$ cat src/rtl/pstore_pkg.sv
package pstore_pkg;

  typedef enum logic [1:0] {
    PS_IDLE = 2'd0,
    PS_SEND = 2'd1,
    PS_WB   = 2'd2
  } pstore_state_e;

  typedef enum logic {
    MODE_BEGIN = 1'b0,
    MODE_END   = 1'b1
  } pstore_mode_e;

endpackage

$ cat src/rtl/pstore_addr_gen.sv
module pstore_addr_gen #(
  parameter int ADDR_W = 32,
  parameter int DISP_W = 5,
  parameter int OFF_W  = 2
) (
  input  logic [ADDR_W-1:0] base,
  input  logic [DISP_W-1:0] disp_field,
  input  logic              modify,
  output logic [ADDR_W-1:0] word_addr,
  output logic [OFF_W-1:0]  offset,
  output logic [ADDR_W-1:0] wb_value
);
  localparam int          EXT_W    = ADDR_W - DISP_W + 1;
  localparam logic [ADDR_W-1:0] LOW_MASK = ADDR_W'((1 << OFF_W) - 1);

  logic [ADDR_W-1:0] disp_sx;
  logic [ADDR_W-1:0] sum;
  logic [ADDR_W-1:0] eff;
  logic              disp_zero;

  // Sign sits in the field's least significant bit.
  assign disp_sx   = {{EXT_W{disp_field[0]}}, disp_field[DISP_W-1:1]};
  assign disp_zero = (disp_sx == '0);
  assign sum       = base + disp_sx;
  assign eff       = (modify || disp_zero) ? base : sum;
  assign word_addr = eff & ~LOW_MASK;
  assign offset    = eff[OFF_W-1:0];
  assign wb_value  = sum & ~LOW_MASK;

  always_comb begin

    disp_sign_chk: assert (!(disp_field[0] && disp_zero))
      else $error("negative displacement decoded as zero");
  end
endmodule

$ cat src/rtl/pstore_lane_map.sv
module pstore_lane_map #(
  parameter int NBYTES = 4,
  parameter int OFF_W  = 2
) (
  input  logic                  end_mode,
  input  logic [OFF_W-1:0]      offset,
  input  logic [NBYTES*8-1:0]   value,
  output logic [NBYTES-1:0]     be,
  output logic [NBYTES*8-1:0]   data,
  output logic                  probe
);
  localparam int CMP_W = OFF_W + 1;

  logic [CMP_W-1:0] off_ext;
  assign off_ext = {1'b0, offset};

  // Lane j holds byte number NBYTES-1-j (big-endian numbering).
  for (genvar j = 0; j < NBYTES; j++) begin : g_lane
    localparam int BYTE_NUM = NBYTES - 1 - j;
    logic sel;
    assign sel = end_mode ? (CMP_W'(BYTE_NUM) < off_ext)
                          : (CMP_W'(BYTE_NUM) >= off_ext);
    assign be[j]          = sel;
    assign data[j*8 +: 8] = sel ? value[j*8 +: 8] : 8'h00;
  end

  assign probe = end_mode && (offset == '0);

  always_comb begin

    begin_last_lane_chk: assert (end_mode || be[0])
      else $error("begin mode must always write the last byte");

    probe_empty_chk: assert (!probe || (be == '0 && data == '0))
      else $error("probe beat carries enabled bytes");

    end_first_lane_chk: assert (!end_mode || probe || be[NBYTES-1])
      else $error("end mode must write byte 0");
  end
endmodule

$ cat src/rtl/pstore_ctrl.sv
module pstore_ctrl
  import pstore_pkg::*;
#(
  parameter int ADDR_W = 32,
  parameter int NBYTES = 4
) (
  input  logic                  clk,
  input  logic                  rst_n,
  input  logic                  req_valid,
  output logic                  req_ready,
  input  logic                  req_modify,
  input  logic [ADDR_W-1:0]     in_addr,
  input  logic [NBYTES-1:0]     in_be,
  input  logic [NBYTES*8-1:0]   in_data,
  input  logic                  in_probe,
  input  logic [ADDR_W-1:0]     in_wb,
  output logic                  mem_valid,
  input  logic                  mem_ready,
  output logic [ADDR_W-1:0]     mem_addr,
  output logic [NBYTES-1:0]     mem_be,
  output logic [NBYTES*8-1:0]   mem_data,
  output logic                  mem_probe,
  output logic                  wb_valid,
  output logic [ADDR_W-1:0]     wb_value
);
  pstore_state_e state_q;
  logic          modify_q;
  logic          take_req;
  logic          take_mem;

  assign req_ready = (state_q == PS_IDLE);
  assign take_req  = req_valid && req_ready;
  assign mem_valid = (state_q == PS_SEND);
  assign take_mem  = mem_valid && mem_ready;
  assign wb_valid  = (state_q == PS_WB);

  always_ff @(posedge clk) begin
    if (!rst_n) begin
      state_q  <= PS_IDLE;
      modify_q <= 1'b0;
      mem_addr <= '0;
      mem_be   <= '0;
      mem_data <= '0;
      mem_probe <= 1'b0;
      wb_value <= '0;
    end else begin
      case (state_q)
        PS_IDLE: if (take_req) begin
          state_q   <= PS_SEND;
          modify_q  <= req_modify;
          mem_addr  <= in_addr;
          mem_be    <= in_be;
          mem_data  <= in_data;
          mem_probe <= in_probe;
          wb_value  <= in_wb;
        end
        PS_SEND: if (take_mem) state_q <= modify_q ? PS_WB : PS_IDLE;
        PS_WB:   state_q <= PS_IDLE;
        default: state_q <= PS_IDLE;
      endcase
    end
  end


  mem_hold_chk: assert property (@(posedge clk) disable iff (!rst_n)
    (mem_valid && !mem_ready) |=> (mem_valid && $stable(mem_addr) &&
      $stable(mem_be) && $stable(mem_data) && $stable(mem_probe)));


  req_to_beat_chk: assert property (@(posedge clk) disable iff (!rst_n)
    take_req |=> mem_valid);


  wb_single_chk: assert property (@(posedge clk) disable iff (!rst_n)
    wb_valid |=> !wb_valid);


  wb_after_beat_chk: assert property (@(posedge clk) disable iff (!rst_n)
    $rose(wb_valid) |-> $past(take_mem));


  busy_no_ready_chk: assert property (@(posedge clk) disable iff (!rst_n)
    (mem_valid || wb_valid) |-> !req_ready);


  aligned_addr_chk: assert property (@(posedge clk) disable iff (!rst_n)
    mem_valid |-> (mem_addr[1:0] == 2'b00));
endmodule

$ cat src/rtl/partial_store_unit.sv
module partial_store_unit #(
  parameter int ADDR_W = 32,
  parameter int DATA_W = 32,
  parameter int DISP_W = 5
) (
  input  logic              clk,
  input  logic              rst_n,
  input  logic              req_valid,
  output logic              req_ready,
  input  logic              req_end,
  input  logic [ADDR_W-1:0] req_base,
  input  logic [DATA_W-1:0] req_value,
  input  logic              req_modify,
  input  logic [DISP_W-1:0] req_disp,
  output logic              mem_valid,
  input  logic              mem_ready,
  output logic [ADDR_W-1:0] mem_addr,
  output logic [DATA_W/8-1:0] mem_be,
  output logic [DATA_W-1:0] mem_data,
  output logic              mem_probe,
  output logic              wb_valid,
  output logic [ADDR_W-1:0] wb_value
);
  localparam int NBYTES = DATA_W / 8;
  localparam int OFF_W  = $clog2(NBYTES);

  logic [ADDR_W-1:0] word_addr;
  logic [OFF_W-1:0]  offset;
  logic [ADDR_W-1:0] next_base;
  logic [NBYTES-1:0] lane_be;
  logic [DATA_W-1:0] lane_data;
  logic              lane_probe;

  pstore_addr_gen #(.ADDR_W(ADDR_W), .DISP_W(DISP_W), .OFF_W(OFF_W)) u_addr (
    .base       (req_base),
    .disp_field (req_disp),
    .modify     (req_modify),
    .word_addr  (word_addr),
    .offset     (offset),
    .wb_value   (next_base)
  );

  pstore_lane_map #(.NBYTES(NBYTES), .OFF_W(OFF_W)) u_lanes (
    .end_mode (req_end),
    .offset   (offset),
    .value    (req_value),
    .be       (lane_be),
    .data     (lane_data),
    .probe    (lane_probe)
  );

  pstore_ctrl #(.ADDR_W(ADDR_W), .NBYTES(NBYTES)) u_ctrl (
    .clk        (clk),
    .rst_n      (rst_n),
    .req_valid  (req_valid),
    .req_ready  (req_ready),
    .req_modify (req_modify),
    .in_addr    (word_addr),
    .in_be      (lane_be),
    .in_data    (lane_data),
    .in_probe   (lane_probe),
    .in_wb      (next_base),
    .mem_valid  (mem_valid),
    .mem_ready  (mem_ready),
    .mem_addr   (mem_addr),
    .mem_be     (mem_be),
    .mem_data   (mem_data),
    .mem_probe  (mem_probe),
    .wb_valid   (wb_valid),
    .wb_value   (wb_value)
  );
endmodule

$ cat config.mk
export PLATFORM = sky130hd
export DESIGN_NAME = partial_store_unit
export DESIGN_NICKNAME = d
export VERILOG_FILES = /design/src/rtl/pstore_pkg.sv /design/src/rtl/pstore_addr_gen.sv /design/src/rtl/pstore_lane_map.sv /design/src/rtl/pstore_ctrl.sv /design/src/rtl/partial_store_unit.sv
export SDC_FILE = /design/constraint.sdc
export NUM_CORES = 1
export LEC_CHECK = 0
export BUFFER_PORTS_ARGS = -buffer_cell sky130_fd_sc_hd__buf_2
export CORE_ASPECT_RATIO = 1.1
export CORE_MARGIN = 2
export CORE_UTILIZATION = 40
export DETAILED_ROUTE_END_ITERATION = 7
export GPL_TIMING_DRIVEN = 0
export MAX_ROUTING_LAYER = met4
export PLACE_DENSITY = 0.69
export SYNTH_ARGS = -nofsm -noshare
export SYNTH_HDL_FRONTEND = slang
export SYNTH_SLANG_ARGS = --single-unit
export TNS_END_PERCENT = 100
$ cat constraint.sdc
create_clock -name clk -period 3.91 [get_ports clk]
set_input_delay 0.9775 -clock clk [delete_from_list [all_inputs] [get_ports clk]]
set_output_delay 0.9775 -clock clk [all_outputs]
set_load 0.02 [all_outputs]
# --- Yosys cells after proc, flatten, opt, wreduce, memory -nomap -nowiden ---
# Cells that the tools add are included.
classes:
  n_addsub: 1
  magnitude_cmp: 8
  n_eq_ne: 4
  n_mux: 13
  reduce_logical: 9
ops:
  columns: ["op", "count"]
  rows:
  - ["$add A32 B32 Y32", 1]
  - ["$logic_not A32 Y1", 1]
  - ["$mux W32", 1]
  - ["$mux W8", 4]
  - ["$mux W2", 3]
  - ["$ge A1 B2 Y1 const A", 2]
  - ["$ge A2 B2 Y1 const A", 2]
  - ["$logic_not A2 Y1", 2]
  - ["$lt A1 B2 Y1 const A", 2]
  - ["$lt A2 B2 Y1 const A", 2]
  - ["$mux W1", 4]
  - ["$ne A2 B2 Y1 const B", 2]
  - ["$pmux W2 S2", 1]
  - ["$reduce_and A2 Y1", 2]
  - ["$logic_and A1 B1 Y1", 3]
  - ["$eq A2 B1 Y1 const B", 1]
  - ["$eq A2 B2 Y1 const B", 1]
  - ["$logic_or A1 B1 Y1", 1]
totals:
  ff_bits: 100
  inputBits: 75
  output_inout_bits: 104
  wordCells: 42

# --- Logic depth before layout (Yosys ltp) ---
depth:
  word_depth: 6
  depth_mapped: 12
  mapped_depth_nobuf: 12

# --- Cells and area by module ---
# A second synthesis with hierarchy kept.
unflattened:
  cells_unflattened: 830
  hier_area_um2: 6766.5
modules_own_cells:
  columns: ["module", "instances", "cells_each", "area_each_um2", "seq_area_each_um2"]
  rows:
  - ["pstore_ctrl", 1, 453, 4127.7, 2082.0]
  - ["pstore_addr_gen", 1, 313, 2159.6, 0.0]
  - ["pstore_lane_map", 1, 64, 479.2, 0.0]

# --- Least setup slack after synthesis ---
# No wires, ideal clock.
synth_timing:
  path_kind: "input -> register"
  from: "in req_base[0]"
  to: "reg u_ctrl.wb_value[28]"
  setup_ns: 0.070
  arrival_time_ns: 3.178
  required_ns: 3.840
  slack_ns: 0.661
  cell_stages: 12
  path_buffers: 0
  path_cell_list: "ha_1 > inv_1 > fa_1 > nand2b_1 > a21oi_1 > o211ai_1 > o2111ai_1 > nand2_1 > o41ai_1 > xor2_1 > nand2_1 > a21oi_1"
synth_via:
  elab_chain_len: 1
synth_rtl:
  columns: ["item", "line_no", "rtl"]
  rows:
  - ["from (decl)", "partial_store_unit.sv:11", "input logic [ADDR_W-1:0] req_base,"]
  - ["$add A32 B32 Y32", "pstore_addr_gen.sv:24", "assign sum = base + disp_sx;"]
  - ["to (signal assigned)", "pstore_ctrl.sv:55", "wb_value <= in_wb;"]
  - ["to (decl)", "pstore_ctrl.sv:24", "output logic [ADDR_W-1:0] wb_value"]
# Every way passes these cells.
# A chain may end at the register's enable or synchronous reset.

# --- Worst setup path after layout ---
# Same ends and word-level chain as after synthesis.

==> flow_metrics.env <==
export IMPL_grt_ovfl_total=0
export IMPL_synth_seq_area_share=0.3624
export IMPL_clkTransAtPathRegs_ns=0.07
export IMPL_numCtsBuffers=9
export IMPL_grt_first_pass_wirelength_mm=28.91
export IMPL_clockBufferDepth=2
export IMPL_h_tree_depth=3
export IMPL_clock_skew_ns=0.007344
export IMPL_required_ns=4.20
export IMPL_outcome="finished clean"
export IMPL_die_y_um=127.3
export IMPL_max_cap_viol_count=0
export IMPL_r2r_start="u_ctrl.state_q[0]$_SDFFE_PN0P_"
export IMPL_worst_pin_slew_ns=0.8690
export IMPL_reg2reg_slack_ns=1.75
export IMPL_yosys_warnings=0
export IMPL_ir_worst_vdd_v=0.0001936
export IMPL_gp_congestion=0.9637
export IMPL_wl_mm=19.11
export IMPL_dieArea_um2=14770
export IMPL_syn_area_per_cell_um2=7.737
export IMPL_grt_pass1_vias=5319
export IMPL_holdPathStages=2
export IMPL_wl_per_cell_um=17.45
export IMPL_async_reset_ff_frac=0
export IMPL_area_growth_pct=25.55
export IMPL_end_kind="flop"
export IMPL_hold_path_end="u_ctrl.mem_data[24]$_SDFFE_PN0P_"
export IMPL_synthCells=714
export IMPL_grt_max_degree=30
export IMPL_dp_hpwl_mm=14.51
export IMPL_cp_max_fo=4
export IMPL_cts_setup_buffers=0
export IMPL_routed_via_density=5.464
export IMPL_ys_flop_type="dfxtp_1"
export IMPL_coreArea_um2=13630
export IMPL_dp_worst_setup_slack_ns=-0.1738
export IMPL_grt_use_met2=0.4297
export IMPL_hp_start="u_ctrl.mem_data[24]$_SDFFE_PN0P_"
export IMPL_n_antenna_cell=0
export IMPL_final_cell_mix="177 x buf_2, 100 x dfxtp_1, 98 x nand2_1"
export IMPL_post_route_util=0.5090
export IMPL_crit_arrival_ns=3.91
export IMPL_antenna_found_initial=0
export IMPL_fin_nets=1010
export IMPL_synth_edff_count=0
export IMPL_use_met3=0.03416
export IMPL_clock_fmax_ghz=0.2757
export IMPL_grt_use_total=0.2624
export IMPL_rsz0062_at_grt="no"
export IMPL_postCtsHoldBufs=0
export IMPL_numClockSinks=100
export IMPL_slew_headroom=0.4207
export IMPL_synth_seq_cells=100
export IMPL_tritoncts="done"
export IMPL_cts_root_buffer="clkbuf_16"
export IMPL_yosysUniqueCellTypes=56
export IMPL_insertion_delay_ns=0.36
export IMPL_worstSetupPathType="in -> reg"
export IMPL_fin_crit_ns=3.627
export IMPL_layout_commonest_cell="buf_2"
export IMPL_final_hold_violation_count=0
export IMPL_reg2reg_to="u_ctrl.mem_addr[12]$_SDFFE_PN0P_"
export IMPL_post_route_period_util=0.9275
export IMPL_setup_viol=0
export IMPL_startpoint_type="primary input"
export IMPL_syn_area_um2=5524
export IMPL_rows=45
export IMPL_power_density_nw_per_um2=419.7
export IMPL_vias=5983
export IMPL_start_util=0.4054
export IMPL_antenna_left=0
export IMPL_io_pins=179
export IMPL_grt_busiest_layer="met2"
export IMPL_portBuffers=174
export IMPL_maxSlewViolCount=0
export IMPL_gr_usage_met1=0.3376
export IMPL_drive_above_1_share=0.2249
export IMPL_reg2reg_depth=6
export IMPL_drtIter0Drc=403
export IMPL_firstDrtPassIters=7
export IMPL_drc=0
export IMPL_power_leakage_nw=3.171
export IMPL_die_w_um=116.0
export IMPL_hold_path_class="reg -> reg"
export IMPL_worst_slack_ns=0.2833
-- per-layer routing --
metal | up-vias | part of all wire
met5 | - | 0
met4 | 0 | 0.021
met3 | 32 | 0.070
met2 | 229 | 0.47
met1 | 2808 | 0.44
li1 | 2914 | -
-- layout make-up --
type,count,area (um^2)
buffer,52,215.2
clock buffer,10,229.0
clock inverter,6,62.56
fill,1400,6690
inverter,10,37.54
multi-input combinational,555,3281
sequential,100,2002
tap,188,235.2
timing repair buffer,174,873.3
-- per-stage QoR --
| step | TNS [ns] | power, mW | cells | area, um^2 | hold WS (ns) |
|---|---|---|---|---|---|
| floorplan | 0 | 1.721 | 717 | 5535 | 0.4222 |
| global placement | -0.9726 | 2.008 | 1079 | 6641 | 0.4365 |
| detailed placement | -0.7956 | 2.011 | 1079 | 6641 | 0.4419 |
| CTS | 0 | 2.910 | 1095 | 6933 | 0.4517 |
| global route | 0 | 3.055 | 1095 | 6935 | 0.4646 |
| finish | 0 | 2.911 | 1095 | 6935 | 0.4490 |
-- synthesized netlist by cell type, types with 2 or more instances --
cell type  instances  area, um^2
ha_1              32       400.4
o21a_1             3       22.52
clkbuf_1          42       157.7
nand2_1           98       367.9
nand4_1            8       50.05
nor4_1             2       12.51
a21oi_1           88       440.4
dfxtp_1          100        2002
o21ai_1            4       20.02
o21ai_0           35       175.2
xor2_1            12       105.1
and2_1             4       25.02
a22oi_1            8       60.06
a211oi_1          10       75.07
a31oi_1            8       50.05
nor2_1            82       307.8
and3_1             5       31.28
nor3_1             9       45.04
inv_1              9       33.78
a21o_1            13       97.59
a211o_1            3       26.28
nor2b_1            4       25.02
nand2b_1           7       43.79
o211a_1            3       30.03
o31ai_1            3       22.52
nand3_1           29       145.1
a311oi_1           7       61.31
nor3b_1            2       15.01
buf_2              4       20.02
or2_2              2       12.51
buf_1              2       7.510
a22o_1             8       70.07
buf_4              4       30.03
o211ai_1          13       97.59
nand3b_1          10       75.07
o21bai_1           4       30.03
xnor2_1           18       157.7
-- logic make-up (layout without fill, tap and decap cells) --
kind of cell | Yosys count | after routing | synth area share
flops | 100 | 100 | 0.3624
xor+xnor | 30 | 30 | 0.04756
buf+inv | 62 | 252 | 0.04575
compound gates | 223 | 223 | 0.2541
other cells | 1 | 4 | 0.0006789
fa+ha+maj | 33 | 33 | 0.07610
simple gates | 265 | 265 | 0.2134
-- critical path, cell delays in order --
cell and delay [ns]:
buf_2 0.12, ha_1 0.19, inv_1 0.06, fa_1 0.39, nand2b_1 0.18, a21oi_1 0.30, o211ai_1 0.27, o2111ai_1 0.25
nand2_1 0.13, o41ai_1 0.58, xor2_1 0.23, nand2_1 0.08, a21oi_1 0.15
-- sequential cells by signal, indices dropped and copies added (netlist names) --
signal / flops
u_ctrl.mem_data: 32
u_ctrl.mem_addr: 30
u_ctrl.wb_value: 30
u_ctrl.mem_be: 4
u_ctrl.state_q: 2
u_ctrl.mem_probe: 1
u_ctrl.modify_q: 1
-- report_power, final --
part	switching (mW)	internal (mW)	leakage (nW)
Combinational	0.557	0.296	2.20
Sequential	0.0428	1.10	0.821
Clock	0.415	0.498	0.147
-- how the worst max path moves through the flow --
stage | startpoint | slack (ns) | cells after the start | end
after floorplan | req_base[0] | 0.66 | 12 | u_ctrl.wb_value[28]$_SDFFE_PN0P_
after global placement | req_disp[0] | -0.16 | 11 | u_ctrl.wb_value[21]$_SDFFE_PN0P_
after detailed placement | req_disp[0] | -0.17 | 11 | u_ctrl.wb_value[21]$_SDFFE_PN0P_
after CTS | req_disp[0] | 0.18 | 11 | u_ctrl.wb_value[21]$_SDFFE_PN0P_
after global routing | req_base[0] | 0.07 | 13 | u_ctrl.wb_value[28]$_SDFFE_PN0P_
final | req_base[0] | 0.28 | 13 | u_ctrl.wb_value[28]$_SDFFE_PN0P_
-- timing repair --
action / 4_1_cts / 5_1_grt
gates resized for setup: 0 / 1
endpoints found under the setup margin: 0 / 5
endpoints found under the hold margin: 0 / 0
Power figures use the tool's default switching activity.
